[config.mk]
export PLATFORM = sky130hd
export DESIGN_NAME = cmp_timer_unit
export DESIGN_NICKNAME = d
export VERILOG_FILES = /design/src/rtl/tmr_pkg.sv /design/src/rtl/tmr_count_reg.sv /design/src/rtl/tmr_match_fsm.sv /design/src/rtl/tmr_irq_route.sv /design/src/rtl/cmp_timer_unit.sv
export SDC_FILE = /design/constraint.sdc
export NUM_CORES = 1
export LEC_CHECK = 0
export ABC_CLOCK_PERIOD_IN_PS = 2250
export BUFFER_PORTS_ARGS = -buffer_cell sky130_fd_sc_hd__buf_2
export CORE_ASPECT_RATIO = 0.75
export CORE_MARGIN = 4
export CORE_UTILIZATION = 50
export CTS_CLUSTER_DIAMETER = 100
export DETAILED_ROUTE_END_ITERATION = 7
export GPL_TIMING_DRIVEN = 0
export PLACE_DENSITY_LB_ADDON = 0.08
export SETUP_SLACK_MARGIN = 0.05
export SLEW_MARGIN = 10
export SYNTH_ARGS = -nofsm -noshare
export SYNTH_HDL_FRONTEND = slang
export SYNTH_SLANG_ARGS = --single-unit
export TNS_END_PERCENT = 10
[constraint.sdc]
create_clock -name clk -period 2.25 [get_ports clk]
set_input_delay 0.1125 -clock clk [delete_from_list [all_inputs] [get_ports clk]]
set_output_delay 0.1125 -clock clk [all_outputs]
set_load 0.01 [all_outputs]
[src/rtl/tmr_pkg.sv]
package tmr_pkg;
    typedef enum logic [0:0] {
        PS_IDLE = 1'b0,
        PS_PEND = 1'b1
    } pend_state_e;

    localparam logic WSEL_COUNT   = 1'b0;
    localparam logic WSEL_COMPARE = 1'b1;
endpackage

[src/rtl/tmr_count_reg.sv]
module tmr_count_reg
    import tmr_pkg::*;
#(
    parameter int unsigned      CNT_W       = 32,
    parameter logic [CNT_W-1:0] RST_COUNT   = 1,
    parameter logic [CNT_W-1:0] RST_COMPARE = 0
) (
    input  logic             clk,
    input  logic             rst_n,
    input  logic             tick_en,
    input  logic             freeze,
    input  logic             wr_en,
    input  logic             wr_sel,
    input  logic [CNT_W-1:0] wr_data,
    output logic [CNT_W-1:0] count_q,
    output logic             cmp_wr,
    output logic             match
);
    logic [CNT_W-1:0] compare_q;
    logic             cnt_wr;

    assign cnt_wr = wr_en && (wr_sel == WSEL_COUNT);
    assign cmp_wr = wr_en && (wr_sel == WSEL_COMPARE);

    // Counter: a software load beats the tick increment.
    always_ff @(posedge clk) begin
        if (!rst_n) begin
            count_q <= RST_COUNT;
        end else if (cnt_wr) begin
            count_q <= wr_data;
        end else if (!freeze && tick_en) begin
            count_q <= count_q + CNT_W'(1);
        end
    end

    always_ff @(posedge clk) begin
        if (!rst_n) begin
            compare_q <= RST_COMPARE;
        end else if (cmp_wr) begin
            compare_q <= wr_data;
        end
    end

    // A match is only recognised while the counter runs.
    assign match = !freeze && (count_q == compare_q);
endmodule

[src/rtl/tmr_match_fsm.sv]
module tmr_match_fsm
    import tmr_pkg::*;
(
    input  logic clk,
    input  logic rst_n,
    input  logic match,
    input  logic cmp_wr,
    input  logic rev2_en,
    output logic pending,
    output logic status
);
    pend_state_e state_q, state_d;
    logic        status_q, status_d;

    // Next-state logic. T_FIRE: IDLE->PEND, T_ACK: PEND->IDLE.
    always_comb begin
        state_d  = state_q;
        status_d = status_q;
        unique case (state_q)
            PS_IDLE: begin
                if (match && !cmp_wr) begin
                    state_d = PS_PEND;
                end
            end
            PS_PEND: begin
                if (cmp_wr) begin
                    state_d = PS_IDLE;
                end
            end
            default: state_d = PS_IDLE;
        endcase
        if (cmp_wr) begin
            status_d = 1'b0;
        end else if (match && rev2_en) begin
            status_d = 1'b1;
        end
    end

    // State register process.
    always_ff @(posedge clk) begin
        if (!rst_n) begin
            state_q  <= PS_IDLE;
            status_q <= 1'b0;
        end else begin
            state_q  <= state_d;
            status_q <= status_d;
        end
    end

    // Output process.
    always_comb begin
        pending = (state_q == PS_PEND);
        status  = status_q;
    end
endmodule

[src/rtl/tmr_irq_route.sv]
module tmr_irq_route #(
    parameter int unsigned N_LINES = 8,
    localparam int unsigned SEL_W  = $clog2(N_LINES)
) (
    input  logic             clk,
    input  logic             rst_n,
    input  logic [SEL_W-1:0] route_sel,
    input  logic             pending,
    output logic [N_LINES-1:0] irq_lines
);
    logic [SEL_W-1:0] route_q;

    always_ff @(posedge clk) begin
        if (!rst_n) begin
            route_q <= '0;
        end else begin
            route_q <= route_sel;
        end
    end

    for (genvar g = 0; g < N_LINES; g++) begin : g_line
        assign irq_lines[g] = pending && (route_q == SEL_W'(g));
    end
endmodule

[src/rtl/cmp_timer_unit.sv]
module cmp_timer_unit #(
    parameter int unsigned CNT_W   = 32,
    parameter int unsigned N_LINES = 8,
    localparam int unsigned SEL_W  = $clog2(N_LINES)
) (
    input  logic               clk,
    input  logic               rst_n,
    input  logic               tick_en,
    input  logic               freeze,
    input  logic               wr_en,
    input  logic               wr_sel,
    input  logic [CNT_W-1:0]   wr_data,
    input  logic [SEL_W-1:0]   route_sel,
    input  logic               rev2_en,
    output logic [CNT_W-1:0]   rd_count,
    output logic [N_LINES-1:0] irq_lines,
    output logic               ti_status
);
    logic cmp_wr;
    logic match;
    logic pending;

    tmr_count_reg #(
        .CNT_W      (CNT_W),
        .RST_COUNT  (CNT_W'(1)),
        .RST_COMPARE(CNT_W'(0))
    ) u_count (
        .clk    (clk),
        .rst_n  (rst_n),
        .tick_en(tick_en),
        .freeze (freeze),
        .wr_en  (wr_en),
        .wr_sel (wr_sel),
        .wr_data(wr_data),
        .count_q(rd_count),
        .cmp_wr (cmp_wr),
        .match  (match)
    );

    tmr_match_fsm u_fsm (
        .clk    (clk),
        .rst_n  (rst_n),
        .match  (match),
        .cmp_wr (cmp_wr),
        .rev2_en(rev2_en),
        .pending(pending),
        .status (ti_status)
    );

    tmr_irq_route #(
        .N_LINES(N_LINES)
    ) u_route (
        .clk      (clk),
        .rst_n    (rst_n),
        .route_sel(route_sel),
        .pending  (pending),
        .irq_lines(irq_lines)
    );
endmodule

# Word-level counts from Yosys, hierarchy flattened

Cells that the tools add are included.

Register bits: 69
Input bits: 42
Output and inout bits: 41

$add $sub $neg: 1
Equality and inequality tests: 8
Muxes and demuxes: 5
Bitwise logic cells: 3
Reductions and logical operators: 19

Operators with widths:

| operator                                             | count |
|---|---|
| 2-to-1 mux 32 bit                                    | 2 |
| adder 32 x 1 -> 32 bit (second input constant)       | 1 |
| equality test 32 bit                                 | 1 |
| logical AND 1 bit                                    | 14 |
| equality test 3 bit (second input constant)          | 4 |
| equality test 3 x 2 -> 1 bit (second input constant) | 2 |
| equality test 3 x 1 -> 1 bit (second input constant) | 1 |
| zero test 3 bit                                      | 1 |
| inverter 1 bit                                       | 3 |
| zero test 1 bit                                      | 2 |
| 2-to-1 mux 1 bit                                     | 2 |
| case mux 1 bit (2 select lines)                      | 1 |
| nonzero test 2 bit                                   | 1 |
| OR reduction 2 bit                                   | 1 |

# Depth between registers and ports, before layout

Gate-level depths: netlist of the first run.

Depth after elaboration: 5
Depth in mapped cells: 7

# Hierarchy

From an unflattened synthesis of the first run, not the netlist that was laid out.

Cells, all modules: 437
Area, all modules: 3535.9 um^2

By module, submodules not included:

| module        | times used | cells each | area an instance (um^2) | sequential area each (um^2) |
|---|---|---|---|---|
| tmr_count_reg | 1          | 416        | 3290.7                  | 1281.2 |
| tmr_irq_route | 1          | 14         | 175.2                   | 60.1 |
| tmr_match_fsm | 1          | 7          | 70.1                    | 40.0 |

# Worst setup path before layout of the first run

Ideal clock, no wire load.

Path kind: register to register
From: register u_count.count_q[3]
To: register u_count.count_q[29]
Library setup time: 0.131 ns
Arrival time: 1.815 ns
Required time: 2.119 ns
Slack: 0.305 ns
Stages on the path, launching flop included: 7
Path buffers: 1
Cells stage by stage: dfxtp_1 > clkbuf_2 > nand4_4 > nor4_1 > nand4_1 > xor2_1 > o22ai_1

Longest elaborated chain between the ends: 3

RTL lines:

| item                     | line                | RTL |
|---|---|---|
| start: declaration       | tmr_count_reg.sv:15 | `output logic [CNT_W-1:0] count_q,` |
| start signal: assignment | tmr_count_reg.sv:30 | `count_q <= wr_data;` |
| start signal: assignment | tmr_count_reg.sv:32 | `count_q <= count_q + CNT_W'(1);` |
| adder 32 x 1 -> 32 bit   | tmr_count_reg.sv:32 |  |
| 2-to-1 mux 32 bit        | tmr_count_reg.sv:31 | `end else if (!freeze && tick_en) begin` |
| 2-to-1 mux 32 bit        | tmr_count_reg.sv:29 | `end else if (cnt_wr) begin` |

No other way between the ends. The select of a mux whose other input is x is not followed.
A chain may end at the register's enable or synchronous reset.

# Final worst setup path of the first run

From: register u_count.count_q[4]
To: register u_count.count_q[27]

The elaborated chain is that of the path after synthesis.

==> flow_summary.json, run 1 <==
{
  "setup_viol": 0,
  "cts_buffers": 9,
  "route.detailed.wl_per_inst_um": 16.9,
  "die_h_um": 79,
  "cts_buffer_depth": 2,
  "place_congestion": 0.882,
  "arrival_ns": 2.42,
  "syn_area_um2": 3360,
  "synth_cells": 421,
  "cp-start-kind": "flop",
  "die-area_um2": 8110,
  "die_x_um": 103,
  "synth-edff-count": 0,
  "grt_antenna_before_repair": 0,
  "r2r_cells": 5,
  "hpwl_mm": 7.64,
  "io_pins": 83,
  "skew_ns": 0.00771,
  "place_area_um2": 3880,
  "cap_viol_max_count": 0,
  "critical_path.endpoint_type": "flop",
  "p_seq_share_pct": 51.4,
  "syn_area_per_cell_um2": 7.98,
  "synthToLayoutAreaGrowth_pct": 22.2,
  "hp-class": "primary input to flop",
  "rsz0062_at_grt": "true",
  "holdWs_ns": 0.0150,
  "cts_setup_buffers": 0,
  "ir_drop_mv": 0.410,
  "holdPathEnd": "u_count.compare_q[1]",
  "synthDistinctLibCells": 35,
  "hp-start": "wr_data[1]",
  "cts_tree": "done",
  "finalCritPeriodShare_pct": 95.3,
  "maxSlewViolCount": 0,
  "core_area_um2": 6410,
  "reg2reg_to": "u_count.count_q[27]",
  "antenna_cells": 0,
  "hold_viol_final": 0,
  "cts_root_buf": "clkbuf_8",
  "clk_pin_slew_worst_paths_ns": 0.08,
  "synth_nets": 464,
  "leakage_nw": 1.56,
  "finalWirelength_mm": 10.2,
  "viasPerCell": 5.54,
  "synth_most_common_cell": "nand2_1",
  "overflow": 0,
  "ys_seq_area_share_pct": 41.1,
  "cts.sinks": 69,
  "cp.required_ns": 2.53,
  "grt_pass1_vias": 3208,
  "yosys-top-cells-count": "85 x nand2_1, 69 x dfxtp_1, 51 x a21oi_1, 43 x xnor2_1, 22 x nand4_1",
  "slew_headroom_pct": 51.4,
  "netlist.area_leader.share_pct": 41.1,
  "synth_area_leader_cell": "dfxtp_1",
  "htreeDepth": 3,
  "drc_errors": 0,
  "clk_latency_ns": 0.34,
  "outcome": "finished, final reports clean",
  "drive_gt1_share_pct": 21.1,
  "p_sw_share_pct": 29.2,
  "yosysWarnings": 0,
  "numPortBuffers": 82,
  "powerDensity_nw_per_um2": 654,
  "rows": 25,
  "power_frac_comb_pct": 15.2,
  "ys.flop_type": "dfxtp_1",
  "r2r_slack_ns": 0.11,
  "start_util_pct": 52.4,
  "p_int_mw": 1.90,
  "final_util_pct": 64.1,
  "grt_pass1_wl_mm": 16.0,
  "worst_pin_slew_ns": 0.724,
  "ant_nets": 0,
  "synth_seq_cells": 69,
  "vias": 3338,
  "clockPowerShare_pct": 33.5,
  "finalCriticalPeriod_ns": 2.14,
  "drtPass1Iterations": 5,
  "holdPathStages": 3,
  "synthArstFlopShare_pct": 0,
  "clock.fmax_ghz": 0.466,
  "crit_fanout": 7,
  "final_nets": 560,
  "rr_startpoint": "u_count.count_q[4]",
  "design_area_um2": 4110,
  "initialDrtViolationCount": 315,
  "grtUsageTotal_pct": 26.0,
  "synth.area.top_cells": "dfxtp_1 41%, xnor2_1 11%, nand2_1 9.5%",
  "path_class": "flop to flop",
  "power.switching_mw": 0.785,
  "grt_max_degree": 12
}
## critical path, stage by stage (launching register included)
cell     delay, ns
dfxtp_1       0.51
nand4_4       0.22
nor4_2        0.69
nand4_1       0.30
xor2_1        0.21
a21oi_1       0.14
## metrics by stage
stage / worst slack, ns / power, mW / instances / TNS [ns]
floorplan: 0.305 / 1.63 / 421 / 0
global placement: -0.312 / 1.79 / 584 / -2.10
detailed placement: -0.119 / 1.80 / 584 / -0.203
CTS: 0.0145 / 2.69 / 603 / 0
global route: 0.0356 / 2.80 / 603 / 0
finish: 0.106 / 2.69 / 603 / 0
## metal layers
metal / vias up / wire length [µm] / global-route usage, % / part of all wire, %
met4: 0 / 56 / 4.46 / 0.55
met1: 1542 / 4620 / 36.5 / 45
met5: - / 0 / 0 / 0
met2: 157 / 4470 / 39.5 / 44
li1: 1633 / - / - / -
met3: 6 / 1040 / 8.17 / 10
## repair_timing
item,CTS,global route
pin swaps,0,1
gates resized for setup,1,8
endpoints found under the hold margin,3,0
hold buffers,3,0
endpoints found under the setup margin,7,13
## how the worst max path moves through the flow
stage / startpoint / end / slack, ns / depth (start not counted)
finish: u_count.count_q[4] / u_count.count_q[27] / 0.11 / 5
detailed placement: u_count.count_q[4] / u_count.count_q[27] / -0.12 / 5
CTS: u_count.count_q[2] / u_count.count_q[31] / 0.01 / 5
global route: u_count.count_q[4] / u_count.count_q[27] / 0.04 / 5
floorplan: u_count.count_q[3] / u_count.count_q[29] / 0.30 / 6
global placement: u_count.count_q[2] / u_count.count_q[31] / -0.31 / 5
## layout by cell type (no fill, tap or decap), types with 2 or more instances in the layout
cell	n
dfxtp_1	64
dfxtp_2	5
buf_2	83
dlygate4sd3_1	3
o21ai_0	21
nand2_1	85
xor2_1	20
clkbuf_8	10
and4_1	2
and3_1	2
and2_1	4
a211oi_1	10
nand4_1	22
a21oi_1	51
o22ai_1	2
xnor2_1	43
nor4_1	4
nor3_1	10
nand2b_1	4
clkbuf_1	23
nand3_1	10
inv_1	3
nor2_1	21
## power groups by stage
stage / logic, mW / registers (mW) / clock network [mW]
2_1_floorplan: 0.222 / 1.40 / 0
3_3_place_gp: 0.391 / 1.40 / 0
3_5_place_dp: 0.396 / 1.40 / 0
4_1_cts: 0.403 / 1.38 / 0.910
5_1_grt: 0.446 / 1.39 / 0.966
6_report: 0.407 / 1.38 / 0.898
## cell type report
cell class	count	area, µm²
fillers	600	2300
clock buffers	13	149
well taps	81	101
clock inverters	3	21.3
multi-input cells	324	1890
repair buffers	85	440
flip-flops and latches	69	1390
inverters	4	15.0
plain buffers	24	104
## cell families (layout without fill, tap and decap cells)
| kind of cell | after synthesis | after routing | share of synthesized area [%] |
|---|---|---|---|
| and+or+nand+nor | 175 | 175 | 24.9 |
| AOI/OAI and AO/OA | 84 | 84 | 13.3 |
| DFF | 69 | 69 | 41.1 |
| xor gates and xnor gates | 63 | 63 | 16.4 |
| buffers and inverters | 28 | 129 | 3.54 |
| adders and majority gates | 1 | 1 | 0.372 |
| muxes | 1 | 1 | 0.298 |
## flip-flops by register name (all words and copies together), names as in the netlist
register / count
u_count.count_q: 32
u_fsm.status: 1
u_count.compare_q: 32
u_route.route_q: 3
u_fsm.pending: 1
No activity file was read; power rests on OpenSTA's default activity.
==> run 2, diff against run 1 <==
--- a/config.mk
+++ b/config.mk
@@ -9,7 +9,7 @@
 export BUFFER_PORTS_ARGS = -buffer_cell sky130_fd_sc_hd__buf_2
 export CORE_ASPECT_RATIO = 0.75
 export CORE_MARGIN = 4
-export CORE_UTILIZATION = 50
+export CORE_UTILIZATION = 53
 export CTS_CLUSTER_DIAMETER = 100
 export DETAILED_ROUTE_END_ITERATION = 7
 export GPL_TIMING_DRIVEN = 0
==> run 2 against run 1 <==
Clock skew is essentially flat. Cell area grew 4.8%. Sequential share of layout area decreased by 1.5 points. Wire length increased by 3.0%. Register-to-register slack worse by 0.03 ns. Setup slack worse by 0.028 ns. Hold slack worse by 0.0077 ns. Combinational power increased by 5.7%. Sequential cell count did not move. Sequential power barely moved. Total power up 10%. Critical path type unchanged. Critical endpoint is now u_count.count_q[14]. Highest routed layer unchanged.
==> flow_summary.json, run 2 (synthesis results as in run 1) <==
{
  "vias": 3453,
  "clock.fmax_ghz": 0.460,
  "place_area_um2": 3870,
  "grt_pass1_wl_mm": 16.3,
  "cpPeakStageDelay_ns": 0.44,
  "cts_tree": "done",
  "crit_path_start": "u_count.count_q[0]",
  "endpoint": "u_count.count_q[14]",
  "cap_viol_max_count": 0,
  "top_layer_used": "met4",
  "instances_no_fill": 615,
  "layout_commonest_cell": "nand2_1",
  "die_h_um": 77.0,
  "cts_buffers": 9,
  "rows": 24,
  "clk_pin_slew_worst_paths_ns": 0.07,
  "finalWirelength_mm": 10.5,
  "grtUsageTotal_pct": 27.2,
  "grt_max_degree": 13,
  "power_frac_comb_pct": 14.5,
  "route.detailed.wl_per_inst_um": 17.1,
  "drive_gt1_share_pct": 20.9,
  "fillers": 520,
  "place_inst": 581,
  "rsz0062_at_grt": "true",
  "synthToLayoutAreaGrowth_pct": 28.0,
  "leakage_nw": 1.65,
  "drtPass1Iterations": 5,
  "crit_fanout": 7,
  "ant_nets": 0,
  "cts_root_buf": "clkbuf_8",
  "multi_input_area_um2": 1880,
  "outcome": "finished, final reports clean",
  "wl_met1_mm": 4.55,
  "cts.sinks": 69,
  "cp.required_ns": 2.51,
  "crit_family": "simple AND/OR/NAND/NOR gates",
  "overflow": 0,
  "critical_path.endpoint_type": "flop",
  "reg_top3": "u_count.compare_q (32), u_count.count_q (32), u_route.route_q (3)",
  "clockPowerShare_pct": 38.8,
  "viasPerCell": 5.61,
  "p_seq_share_pct": 46.7,
  "die_x_um": 100,
  "io_pins": 83,
  "skew_ns": 0.00779,
  "hold_viol_final": 0,
  "worst_pin_slew_ns": 0.655,
  "reg2reg_to": "u_count.count_q[14]",
  "cp_slowest_cell": "dfxtp_1",
  "path_cells": "ha_2 -> and4b_1 -> nor3b_1 -> nand4_1 -> xor2_1 -> a211oi_1",
  "wl_met3_mm": 1.18,
  "place_congestion": 0.871,
  "p_int_mw": 2.14,
  "htreeDepth": 3,
  "drc_errors": 0,
  "grt_pass1_vias": 3220,
  "grt_antenna_before_repair": 0,
  "path_class": "flop to flop",
  "arrival_ns": 2.44,
  "cts_buffer_depth": 2,
  "maxSlewViolCount": 0,
  "worstSetupPathDepth": 6,
  "cp-start-kind": "flop",
  "r2r_slack_ns": 0.08,
  "numPortBuffers": 82,
  "antenna_cells": 0,
  "seq_area_um2": 1390,
  "finalCritPeriodShare_pct": 96.6,
  "finalCriticalPeriod_ns": 2.17,
  "design_area_um2": 4300,
  "final_cell_mix": "85 x nand2_1, 83 x buf_2, 64 x dfxtp_1",
  "initialDrtViolationCount": 238,
  "final_nets": 575,
  "hp-class": "primary input to flop",
  "power.switching_mw": 0.821,
  "p_sw_share_pct": 27.8,
  "core_area_um2": 5980,
  "die-area_um2": 7690,
  "powerDensity_nw_per_um2": 687,
  "r2r_cells": 6,
  "hpwl_mm": 7.49,
  "slew_headroom_pct": 56.0,
  "rr_startpoint": "u_count.count_q[0]",
  "start_util_pct": 56.2,
  "dr_wl_met2_mm": 4.65,
  "setup_viol": 0,
  "ir_drop_mv": 0.451,
  "crit_buf_inv": 0,
  "clk_latency_ns": 0.36
}
[run 2: changes by cell type in the layout (fill, tap and decap cells not counted), sizes merged]
cell / delta
bufinv: +2
clkbuf: -3
clkinv: +1
dlygate4sd3: +15
[run 2: layout make-up]
| cell class | instances | area share, % |
|---|---|---|
| multi-input combinational | 324 | 43.8 |
| clock buffer | 10 | 3.20 |
| timing repair buffer | 100 | 13.7 |
| inverter | 4 | 0.349 |
| sequential | 69 | 32.2 |
| tap | 78 | 2.27 |
| clock inverter | 6 | 2.01 |
| buffer | 24 | 2.41 |
[run 2: worst reg2reg max path, stage by stage (launching register included)]
cell,delay [ns]
dfxtp_1,0.44
ha_2,0.33
and4b_1,0.32
nor3b_1,0.40
nand4_1,0.18
xor2_1,0.18
a211oi_1,0.25
[run 2: worst min-delay path by stage]
| stage | startpoint | endpoint | slack (ns) | depth (start not counted) |
|---|---|---|---|---|
| final | wr_data[3] | u_count.compare_q[3] | 0.007 | 3 |
| after global routing | wr_data[3] | u_count.compare_q[3] | 0.002 | 3 |
| after CTS | wr_data[9] | u_count.compare_q[9] | 0.0002 | 3 |
| after detailed placement | route_sel[0] | u_route.route_q[0] | 0.33 | 2 |
| after global placement | route_sel[2] | u_route.route_q[2] | 0.32 | 2 |
| after floorplan | route_sel[0] | u_route.route_q[0] | 0.24 | 1 |
[run 2: metrics by stage]
stage               setup TNS, ns  hold WS, ns  setup slack (ns)  power [mW]  util [%]
floorplan                       0        0.240             0.305        1.63         -
global placement            -1.78        0.319            -0.272        1.79      64.7
detailed placement              0        0.329            0.0576        1.80      64.8
CTS                             0     0.000155           0.00490        2.95      71.6
global route                    0      0.00178           0.00235        3.06      72.0
finish                          0      0.00734            0.0774        2.96      72.0
[run 2: power groups by stage]
stage,clock network [mW],logic (mW),registers [mW]
after floorplan,0,0.222,1.40
after global placement,0,0.393,1.40
after detailed placement,0,0.397,1.40
after CTS,1.15,0.422,1.38
after global routing,1.20,0.466,1.39
final,1.15,0.430,1.38
[run 2: per-layer routing]
layer	vias to the layer above	track usage [%]
met5	-	0
met4	0	6.28
met3	16	8.88
met2	183	41.1
met1	1592	37.7
li1	1662	-
[run 2: what timing repair did]
| item | CTS | global route |
|---|---|---|
| buffers inserted | 0 | 0 |
| gates resized for setup | 1 | 7 |
| pin swaps | 0 | 1 |
| hold buffers | 17 | 1 |
| endpoints found under the setup margin | 7 | 11 |
| endpoints found under the hold margin | 17 | 1 |
==> run 3, diff against run 2 <==
--- a/config.mk
+++ b/config.mk
@@ -9,11 +9,12 @@
 export BUFFER_PORTS_ARGS = -buffer_cell sky130_fd_sc_hd__buf_2
 export CORE_ASPECT_RATIO = 0.75
 export CORE_MARGIN = 4
-export CORE_UTILIZATION = 53
+export CORE_UTILIZATION = 45
 export CTS_CLUSTER_DIAMETER = 100
 export DETAILED_ROUTE_END_ITERATION = 7
 export GPL_TIMING_DRIVEN = 0
 export PLACE_DENSITY_LB_ADDON = 0.08
+export RECOVER_POWER = 25
 export SETUP_SLACK_MARGIN = 0.05
 export SLEW_MARGIN = 10
 export SYNTH_ARGS = -nofsm -noshare
==> run 3 against run 2 <==
Die area rose by 16%. Wire length rose by 1.4%. Via count shrank 1.7%. Register-to-register slack better by 0.07 ns. Hold slack improved by 0.00082 ns. Sequential share of layout area increased by 0.59 points. Critical path depth stayed put. Sequential cell count unchanged. Combinational power down 3%. Non-clock buffer count shrank 11. Largest power group unchanged.
==> flow_summary.json, run 3 (synthesis results as in run 1) <==
{
  "cpPeakStageDelay_ns": 0.57,
  "ant_nets": 0,
  "design_area_um2": 4210,
  "cts.sinks": 69,
  "final_cell_mix": "85 x nand2_1, 75 x buf_2, 67 x dfxtp_1",
  "die_h_um": 82.8,
  "crit_family": "simple AND/OR/NAND/NOR gates",
  "holdPathEnd": "u_count.compare_q[12]",
  "setup_ws_ns": 0.145,
  "htreeDepth": 3,
  "cp.required_ns": 2.49,
  "powerDensity_nw_per_um2": 705,
  "slew_headroom_pct": 52.9,
  "arrival_ns": 2.34,
  "start_util_pct": 47.8,
  "cp_slowest_cell": "or4_1",
  "grt_pass1_wl_mm": 17.3,
  "critical_path.endpoint_type": "flop",
  "outcome": "finished, final reports clean",
  "grt_antenna_before_repair": 0,
  "maxSlewViolCount": 0,
  "antenna_cells": 0,
  "place_inst": 602,
  "reg2reg_to": "u_count.count_q[30]",
  "setup_viol": 0,
  "hold_viol_final": 0,
  "hp-start": "wr_data[12]",
  "cts_root_buf": "clkbuf_8",
  "clk_latency_ns": 0.35,
  "hpwl_mm": 7.85,
  "leakage_nw": 1.55,
  "drc_errors": 0,
  "vias": 3394,
  "hp-class": "primary input to flop",
  "path_class": "flop to flop",
  "skew_ns": 0.0104,
  "instances_no_fill": 624,
  "r2r_cells": 6,
  "initialDrtViolationCount": 325,
  "rsz0062_at_grt": "true",
  "detailedPlace.worstSlack_ns": -0.124,
  "finalCritPeriodShare_pct": 93.5,
  "route.detailed.wl_per_inst_um": 17.1,
  "crit_fanout": 6,
  "synthToLayoutAreaGrowth_pct": 25.4,
  "final_util_pct": 60.0,
  "final_nets": 564,
  "power.total_mw": 2.97,
  "finalWirelength_mm": 10.6,
  "cap_viol_max_count": 0,
  "rows": 26,
  "worst_pin_slew_ns": 0.701,
  "die-area_um2": 8930,
  "grt_max_degree": 13,
  "cts_tree": "done",
  "viasPerCell": 5.44,
  "path_cells": "nand4_1 -> or4_1 -> buf_2 -> nor4_1 -> xnor2_1 -> a21oi_1",
  "r2r_slack_ns": 0.15,
  "overflow": 0,
  "reg_top3": "u_count.compare_q (32), u_count.count_q (32), u_route.route_q (3)",
  "drive_gt1_share_pct": 19.8,
  "cts_buffers": 9,
  "place_area_um2": 3910,
  "core_area_um2": 7030,
  "io_pins": 83,
  "rr_startpoint": "u_count.count_q[12]",
  "holdPathStages": 3,
  "layout_commonest_cell": "nand2_1",
  "finalCriticalPeriod_ns": 2.10,
  "ir_drop_mv": 0.339,
  "place_congestion": 0.932,
  "clock.fmax_ghz": 0.475,
  "numPortBuffers": 82,
  "grtUsageTotal_pct": 24.8,
  "worstSetupPathDepth": 6,
  "crit_buf_inv": 1,
  "cp-start-kind": "flop",
  "die_x_um": 108,
  "clk_pin_slew_worst_paths_ns": 0.08,
  "grt_pass1_vias": 3232,
  "drtPass1Iterations": 5,
  "cts_buffer_depth": 2
}
-- run 3: how the worst max path moves through the flow --
stage | from | end | slack, ns
finish | u_count.count_q[12] | u_count.count_q[30] | 0.15
floorplan | u_count.count_q[3] | u_count.count_q[29] | 0.30
global placement | u_count.count_q[2] | u_count.count_q[31] | -0.44
global route | u_count.count_q[10] | u_count.count_q[30] | 0.02
detailed placement | u_count.count_q[0] | u_count.count_q[27] | -0.12
CTS | u_count.count_q[0] | u_count.count_q[14] | 0.02
-- run 3: what timing repair did --
item / CTS / global route
endpoints found under the setup margin: 5 / 8
hold buffers: 6 / 0
setup buffers: 0 / 0
endpoints found under the hold margin: 6 / 0
resized for setup: 1 / 5
pin swaps: 0 / 0
-- run 3: power by group --
group          internal [mW]  total (mW)  switching, mW  leakage [nW]
sequential              1.29        1.38         0.0889         0.568
clock                  0.684        1.18          0.494         0.108
combinational          0.179       0.415          0.236         0.874
total                   2.15        2.97          0.819          1.55
-- run 3: final cells by class --
cell class / count / area [µm²]
flip-flops and latches: 69 / 1380
clock inverters: 5 / 82.6
clock buffers: 11 / 151
plain buffers: 24 / 104
repair buffers: 89 / 468
inverters: 4 / 15.0
well taps: 98 / 123
multi-input cells: 324 / 1890
fillers: 711 / 2810
-- run 3: metrics by stage --
step | TNS, ns | hold WS, ns
floorplan | 0 | 0.240
global placement | -3.26 | 0.320
CTS | 0 | 0.000427
global route | 0 | 0.000650
detailed placement | -0.169 | 0.324
finish | 0 | 0.00816
-- run 3: worst register-to-register path: stages (launching register included) --
cell and delay [ns]:
dfxtp_1 0.45, nand4_1 0.22, or4_1 0.57, buf_2 0.19, nor4_1 0.33, xnor2_1 0.16
a21oi_1 0.08
-- run 3: per-layer routing --
layer / wire (µm) / vias up / part of all wire, % / GRT usage (%)
li1: - / 1645 / - / -
met1: 4810 / 1586 / 45 / 35.2
met2: 4600 / 149 / 43 / 35.9
met3: 1090 / 14 / 10 / 9.07
met4: 140 / 0 / 1.3 / 5.62
met5: 0 / - / 0 / 0
